[src/rtl/pinchg_pkg.sv]
package pinchg_pkg;
    localparam int DW = 8;
    localparam int AW = 3;

    localparam logic [AW-1:0] ADDR_MASK0 = 3'd0;
    localparam logic [AW-1:0] ADDR_MASK1 = 3'd1;
    localparam logic [AW-1:0] ADDR_EN    = 3'd2;
    localparam logic [AW-1:0] ADDR_FLAG  = 3'd3;
    localparam logic [AW-1:0] ADDR_SENSE = 3'd4;

    // bit positions shared by the enable and flag registers
    localparam int POS_G0  = 4;
    localparam int POS_G1  = 5;
    localparam int POS_EXT = 6;

    typedef enum logic [1:0] {
        SNS_LOW  = 2'b00,
        SNS_ANY  = 2'b01,
        SNS_FALL = 2'b10,
        SNS_RISE = 2'b11
    } sense_t;

    typedef enum logic [1:0] {
        WARM0 = 2'd0,
        WARM1 = 2'd1,
        WARM2 = 2'd2,
        LIVE  = 2'd3
    } arm_t;

    function automatic logic [DW-1:0] put_bit(input logic [DW-1:0] v,
                                              input logic [AW-1:0] idx,
                                              input logic b);
        logic [DW-1:0] r;
        r = v;
        r[idx] = b;
        return r;
    endfunction
endpackage

[src/rtl/pinchg_sync.sv]
module pinchg_sync #(
    parameter int W      = 13,
    parameter int STAGES = 2
) (
    input  logic         clk,
    input  logic         rst_n,
    input  logic [W-1:0] d,
    output logic [W-1:0] q
);
    logic [W-1:0] chain [STAGES];

    always_ff @(posedge clk or negedge rst_n) begin
        if (!rst_n) begin
            for (int i = 0; i < STAGES; i++) chain[i] <= '0;
        end else begin
            chain[0] <= d;
            for (int i = 1; i < STAGES; i++) chain[i] <= chain[i-1];
        end
    end

    assign q = chain[STAGES-1];
endmodule

[src/rtl/pinchg_arm.sv]
module pinchg_arm
    import pinchg_pkg::*;
(
    input  logic clk,
    input  logic rst_n,
    output logic live
);
    arm_t state_q, state_d;

    always_ff @(posedge clk or negedge rst_n) begin
        if (!rst_n) state_q <= WARM0;
        else        state_q <= state_d;
    end

    always_comb begin
        state_d = state_q;
        unique case (state_q)
            WARM0: state_d = WARM1;
            WARM1: state_d = WARM2;
            WARM2: state_d = LIVE;
            LIVE:  state_d = LIVE;
        endcase
    end

    always_comb begin
        live = (state_q == LIVE);
    end

    // once armed, detection stays armed until reset
    assert_live_sticky_R2: assert property (@(posedge clk) disable iff (!rst_n)
        live |=> live);
endmodule

[src/rtl/pinchg_irq.sv]
module pinchg_irq
    import pinchg_pkg::*;
#(
    parameter int N0 = 8,
    parameter int N1 = 4
) (
    input  logic              clk,
    input  logic              rst_n,
    input  logic [N0+N1-1:0]  pin_i,
    input  logic              ext_i,
    input  logic              wr_en,
    input  logic              wr_bit,
    input  logic [2:0]        wr_addr,
    input  logic [7:0]        wr_data,
    input  logic [2:0]        wr_bit_idx,
    input  logic              wr_bit_val,
    input  logic [2:0]        rd_addr,
    output logic [7:0]        rd_data,
    output logic              irq_ext_o,
    output logic              irq_grp0_o,
    output logic              irq_grp1_o,
    output logic              wake_o
);
    localparam int NP = N0 + N1;
    localparam int SW = NP + 1;
    localparam logic [DW-1:0] KEEP0 = DW'((1 << N0) - 1);
    localparam logic [DW-1:0] KEEP1 = DW'((1 << N1) - 1);
    localparam logic [DW-1:0] KEEPE = DW'((1 << POS_G0) | (1 << POS_G1) | (1 << POS_EXT));
    localparam logic [DW-1:0] KEEPS = DW'(3);

    logic          live;
    logic [SW-1:0] s_q, prev_q, chg;
    logic [DW-1:0] mask0_q, mask1_q, en_q, sense_q;
    logic [DW-1:0] mask0_d, mask1_d, en_d, sense_d;
    logic [2:0]    flag_q, flag_clr, flag_set;   // {ext, g1, g0}
    logic          ext_evt;
    sense_t        sense;

    pinchg_sync #(.W(SW), .STAGES(2)) u_sync (
        .clk(clk), .rst_n(rst_n), .d({ext_i, pin_i}), .q(s_q)
    );

    pinchg_arm u_arm (.clk(clk), .rst_n(rst_n), .live(live));

    always_ff @(posedge clk or negedge rst_n) begin
        if (!rst_n) prev_q <= '0;
        else        prev_q <= s_q;
    end

    assign chg   = s_q ^ prev_q;
    assign sense = sense_t'(sense_q[1:0]);

    always_comb begin
        ext_evt = 1'b0;
        unique case (sense)
            SNS_LOW:  ext_evt = ~s_q[NP];
            SNS_ANY:  ext_evt = chg[NP];
            SNS_FALL: ext_evt = prev_q[NP] & ~s_q[NP];
            SNS_RISE: ext_evt = ~prev_q[NP] & s_q[NP];
        endcase
    end

    assign flag_set[0] = live & |(chg[N0-1:0] & mask0_q[N0-1:0]);
    assign flag_set[1] = live & |(chg[NP-1:N0] & mask1_q[N1-1:0]);
    assign flag_set[2] = live & ext_evt;

    // register writes: full byte or single addressed bit
    function automatic logic [DW-1:0] next_img(input logic [DW-1:0] cur,
                                               input logic [AW-1:0] a,
                                               input logic [DW-1:0] keep);
        logic [DW-1:0] r;
        r = cur;
        if (wr_en && wr_addr == a)
            r = wr_bit ? put_bit(cur, wr_bit_idx, wr_bit_val) : wr_data;
        return r & keep;
    endfunction

    always_comb begin
        mask0_d = next_img(mask0_q, ADDR_MASK0, KEEP0);
        mask1_d = next_img(mask1_q, ADDR_MASK1, KEEP1);
        en_d    = next_img(en_q,    ADDR_EN,    KEEPE);
        sense_d = next_img(sense_q, ADDR_SENSE, KEEPS);
    end

    always_comb begin
        flag_clr = 3'b000;
        if (wr_en && wr_addr == ADDR_FLAG) begin
            if (!wr_bit)
                flag_clr = {wr_data[POS_EXT], wr_data[POS_G1], wr_data[POS_G0]};
            else if (wr_bit_val)
                flag_clr = {wr_bit_idx == 3'(POS_EXT), wr_bit_idx == 3'(POS_G1),
                            wr_bit_idx == 3'(POS_G0)};
        end
    end

    always_ff @(posedge clk or negedge rst_n) begin
        if (!rst_n) begin
            mask0_q <= '0;
            mask1_q <= '0;
            en_q    <= '0;
            sense_q <= '0;
            flag_q  <= '0;
        end else begin
            mask0_q <= mask0_d;
            mask1_q <= mask1_d;
            en_q    <= en_d;
            sense_q <= sense_d;
            flag_q  <= (flag_q & ~flag_clr) | flag_set;   // set wins
        end
    end

    always_comb begin
        rd_data = '0;
        unique case (rd_addr)
            ADDR_MASK0: rd_data = mask0_q;
            ADDR_MASK1: rd_data = mask1_q;
            ADDR_EN:    rd_data = en_q;
            ADDR_FLAG:  begin
                rd_data[POS_G0]  = flag_q[0];
                rd_data[POS_G1]  = flag_q[1];
                rd_data[POS_EXT] = flag_q[2];
            end
            ADDR_SENSE: rd_data = sense_q;
            default:    rd_data = '0;
        endcase
    end

    assign irq_grp0_o = flag_q[0] & en_q[POS_G0];
    assign irq_grp1_o = flag_q[1] & en_q[POS_G1];
    assign irq_ext_o  = flag_q[2] & en_q[POS_EXT];

    assign wake_o = live & (
          |((pin_i[N0-1:0] ^ prev_q[N0-1:0]) & mask0_q[N0-1:0] & {N0{en_q[POS_G0]}})
        | |((pin_i[NP-1:N0] ^ prev_q[NP-1:N0]) & mask1_q[N1-1:0] & {N1{en_q[POS_G1]}})
        | (en_q[POS_EXT] & (sense == SNS_LOW) & ~ext_i));

    // no flag may rise before the arming machine reaches LIVE
    assert_no_early_flag_R2: assert property (@(posedge clk) disable iff (!rst_n)
        !live |=> ((flag_q & ~$past(flag_q)) == 3'b000));

    // an unmasked or absent change never raises the low-bank flag
    assert_mask_gates_R3: assert property (@(posedge clk) disable iff (!rst_n)
        (!flag_q[0] && ((chg[N0-1:0] & mask0_q[N0-1:0]) == '0)) |=> !flag_q[0]);

    // a full-byte one clears the low-bank flag when no change coincides
    assert_w1c_clears_R6: assert property (@(posedge clk) disable iff (!rst_n)
        (wr_en && !wr_bit && wr_addr == ADDR_FLAG && wr_data[POS_G0] && !flag_set[0])
        |=> !flag_q[0]);

    // a single-bit write to the low mask leaves every other bit alone
    assert_bit_write_local_R7: assert property (@(posedge clk) disable iff (!rst_n)
        (wr_en && wr_bit && wr_addr == ADDR_MASK0)
        |=> (((mask0_q ^ $past(mask0_q)) & ~(8'd1 << $past(wr_bit_idx))) == 8'd0));

    // a detected change always leaves its flag set, even against a clear
    assert_set_beats_clear_R8: assert property (@(posedge clk) disable iff (!rst_n)
        flag_set[1] |=> flag_q[1]);
endmodule

[config.mk]
export PLATFORM = sky130hd
export DESIGN_NAME = pinchg_irq
export DESIGN_NICKNAME = d
export VERILOG_FILES = /design/src/rtl/pinchg_pkg.sv /design/src/rtl/pinchg_sync.sv /design/src/rtl/pinchg_arm.sv /design/src/rtl/pinchg_irq.sv
export SDC_FILE = /design/constraint.sdc
export NUM_CORES = 1
export LEC_CHECK = 0
export ABC_AREA = 1
export BUFFER_PORTS_ARGS = -buffer_cell sky130_fd_sc_hd__buf_2
export CAP_MARGIN = 20
export CELL_PAD_IN_SITES_DETAIL_PLACEMENT = 0
export CELL_PAD_IN_SITES_GLOBAL_PLACEMENT = 1
export CORE_AREA = 5 5 87 89
export CTS_BUF_LIST = sky130_fd_sc_hd__clkbuf_4
export CTS_CLUSTER_DIAMETER = 40
export DETAILED_ROUTE_END_ITERATION = 7
export DIE_AREA = 0 0 92 94
export PLACE_DENSITY_LB_ADDON = 0.1
export SKIP_CTS_REPAIR_TIMING = 1
export SLEW_MARGIN = 25
export SYNTH_ARGS = -nofsm -noshare
export SYNTH_HDL_FRONTEND = slang
export SYNTH_SLANG_ARGS = --single-unit
[constraint.sdc]
create_clock -name clk -period 1.1 [get_ports clk]
set_input_delay 0.055 -clock clk [delete_from_list [all_inputs] [get_ports clk]]
set_output_delay 0.055 -clock clk [all_outputs]
set_load 0.05 [all_outputs]
==> results.json <==
{
  "path_cells": "or2_0, nand3_1, nand2_1, nor2_2, nand2_1, nor2_2, nor2_2, buf_6",
  "syn_area_sq_um": 2770,
  "h-tree-depth": 3,
  "pre_cts_ws_ns": -0.316,
  "synth_warnings": 0,
  "synth_top_area_share": 0.551,
  "worst_pin_slew_ns": 0.322,
  "criticalPathCategory": "flip-flop to primary output",
  "io_pins": 47,
  "power_frac_seq": 0.439,
  "grt-busiest-layer": "met2",
  "crit_fanout": 2,
  "final_common_cell": "nand2_1",
  "drv_cap": 0,
  "met3_usage": 0.0505,
  "grt_first_pass_wirelength_mm": 11.6,
  "p_sw_uw": 2100,
  "p_total_uw": 6070,
  "p_sw_frac": 0.345,
  "layout-area-overhead-vs-synth_pct": 42.2,
  "die_w_um": 92,
  "hold_viol": 0,
  "fin_skew_ns": 0.00868,
  "first_pass_iters": 4,
  "portBuffers": 46,
  "worst_slack_ns": -0.611,
  "use_met2": 0.265,
  "pwr_density_cell_nw_per_um2": 1540,
  "synth_area_leader_cell": "dfrtp_1",
  "maxSlewHeadroom": 0.786,
  "grt_pass1_vias": 2442,
  "setup_violations": 13,
  "use_met1": 0.241,
  "clock.fmax_ghz": 0.584,
  "synth.area.top_cells": "dfrtp_1 (55%), nand2_1 (8.8%), a21oi_1 (6.0%), inv_1 (5.4%), nand3_1 (3.8%)",
  "avgViaCountPerCell": 4.86,
  "pwr-share-clk": 0.212,
  "fp-row-count": 30,
  "slew_violations": 0,
  "drive_above_1_share": 0.350,
  "cp_data_arrival_time_ns": 1.66,
  "gp_congestion": 0.820,
  "cts-root-buf": "clkbuf_4",
  "cp_common_cell": "nor2_2",
  "failed_checks": "negative setup slack",
  "die_y_um": 94,
  "wirelength_mm": 7.12,
  "leakagePower_uw": 0.00191,
  "syn-mean-instance-area_sq_um": 8.66,
  "fin_nets": 472,
  "wl_per_cell_um": 13.7,
  "cts_buffers": 9,
  "period_needed_ns": 1.71,
  "globalRoute.totalOverflow": 0,
  "postRouteAntennaNets": 0,
  "clk_latency_ns": 0.41,
  "ys_ff_latch": 61,
  "crit_path_start_kind": "flip-flop",
  "synthCells": 320,
  "grtUsageTotal": 0.175,
  "finalCritPeriodShare": 1.56,
  "peakVddDrop_uv": 755,
  "syn_nets": 357,
  "design.die.area_sq_um": 8650,
  "n_antenna_cell": 0,
  "hold_path_class": "input port to flip-flop",
  "slowest_stage": "dfrtp_1",
  "grt_antenna_before_repair": 0,
  "p_comb_frac": 0.349,
  "netlist-cell-type-count": 27,
  "cp.required_ns": 1.04,
  "clock_sinks": 61,
  "path_clk_slew_ns": 0.10,
  "grt_max_degree": 62,
  "drcViolationCount": 0,
  "ys_seq_area_frac": 0.551,
  "hpwl_mm": 5.19,
  "first_iter_violations": 110,
  "rsz0062_at_grt": "true",
  "endpoint_kind": "primary output",
  "core_area_sq_um": 6680,
  "start_util": 0.415,
  "most-common-layout-cells": "nand2_1 (61), dfrtp_1 (59), buf_2 (35)",
  "via_count": 2529,
  "tritoncts": "built",
  "p_int_uw": 3970,
  "slowest_delay_ns": 0.39,
  "status": "finished, violations left",
  "clock_path_buffers": 2
}
==> logic make-up (layout without fill, tap and decap cells) <==
family	after synthesis	after routing	synth area share
adders and majority gates	2	2	0.00902
DFF	61	61	0.551
and+or+nand+nor	133	133	0.222
buffers and inverters	52	172	0.0740
AOI/OAI and AO/OA	72	72	0.144
==> cell usage after synthesis <==
master,number
a21o_1,1
a21oi_1,33
a31oi_1,14
buf_2,2
buf_6,1
dfrtp_1,61
ha_1,2
inv_1,40
inv_2,9
nand2_1,65
nand2_2,3
nand3_1,21
nand3b_1,1
nand4_1,10
nor2_1,21
nor2_4,1
nor3_1,1
nor3_4,2
nor3b_1,1
o211ai_1,4
o21ai_0,6
o21ai_1,11
o221ai_1,2
o22ai_1,1
or2_0,5
or2_1,1
or2_2,1
==> final timing paths <==
kind | from | to | slack (ns) | cells past startpoint
hold / removal | wr_addr[1] | mask1_q[2] | 0.03 | 4
max in group asynchronous | rst_n | en_q[4] | 0.63 | 3
min in group asynchronous | rst_n | u_sync.chain[13] | 0.19 | 3
setup / recovery | prev_q[8] | wake_o | -0.61 | 8
hold reg to reg | u_sync.chain[21] | u_sync.q[8] | 0.35 | 0
setup reg to reg | prev_q[5] | flag_q[0] | -0.11 | 6
==> worst max-delay path: cells and delay by family, from the launching register on <==
kind                   cells  cell delay, ns
and+or+nand+nor            7            0.71
DFF                        1            0.39
buffers and inverters      1            0.15
==> cell type report <==
class                           instances  area, sq um
Tap cell                               80          100
Multi-Input combinational cell        207         1170
Fill cell                             616         2740
Clock inverter                          4         15.0
Inverter                               49          189
Clock buffer                           12         90.1
Timing Repair Buffer                  107          852
Sequential cell                        61         1530
==> metal layers <==
| metal | up-vias | share of wire |
|---|---|---|
| li1 | 1299 | - |
| met1 | 1174 | 0.49 |
| met2 | 47 | 0.44 |
| met3 | 9 | 0.049 |
| met4 | 0 | 0.014 |
| met5 | - | 0 |
==> sequential cells by signal, indices dropped and copies added (netlist names) <==
name / count
sense_q: 2
u_sync.chain: 13
prev_q: 13
u_arm.state_q: 2
u_sync.q: 13
mask0_q: 8
flag_q: 3
en_q: 3
mask1_q: 4
==> power by group through the flow <==
stage | registers, uW | clock network, uW | logic [uW]
3_5_place_dp | 2690 | 0 | 1670
4_1_cts | 2650 | 1320 | 1680
6_report | 2670 | 1290 | 2120
5_1_grt | 2700 | 1420 | 2330
3_3_place_gp | 2680 | 0 | 1670
2_1_floorplan | 2650 | 0 | 925
==> through the flow <==
stage | utilization | instance area, sq um | hold WS, ns | std cells | setup TNS, ns
5_1_grt | 0.590 | 3940 | 0.0386 | 520 | -4.72
3_5_place_dp | 0.506 | 3380 | 0.0899 | 479 | -0.659
2_1_floorplan | - | 2790 | -0.241 | 320 | -0.840
3_3_place_gp | 0.506 | 3380 | 0.0902 | 479 | -0.652
6_report | 0.590 | 3940 | 0.0334 | 520 | -3.71
4_1_cts | 0.522 | 3490 | -0.349 | 495 | -5.28
(Power assumes the default switching activity.)
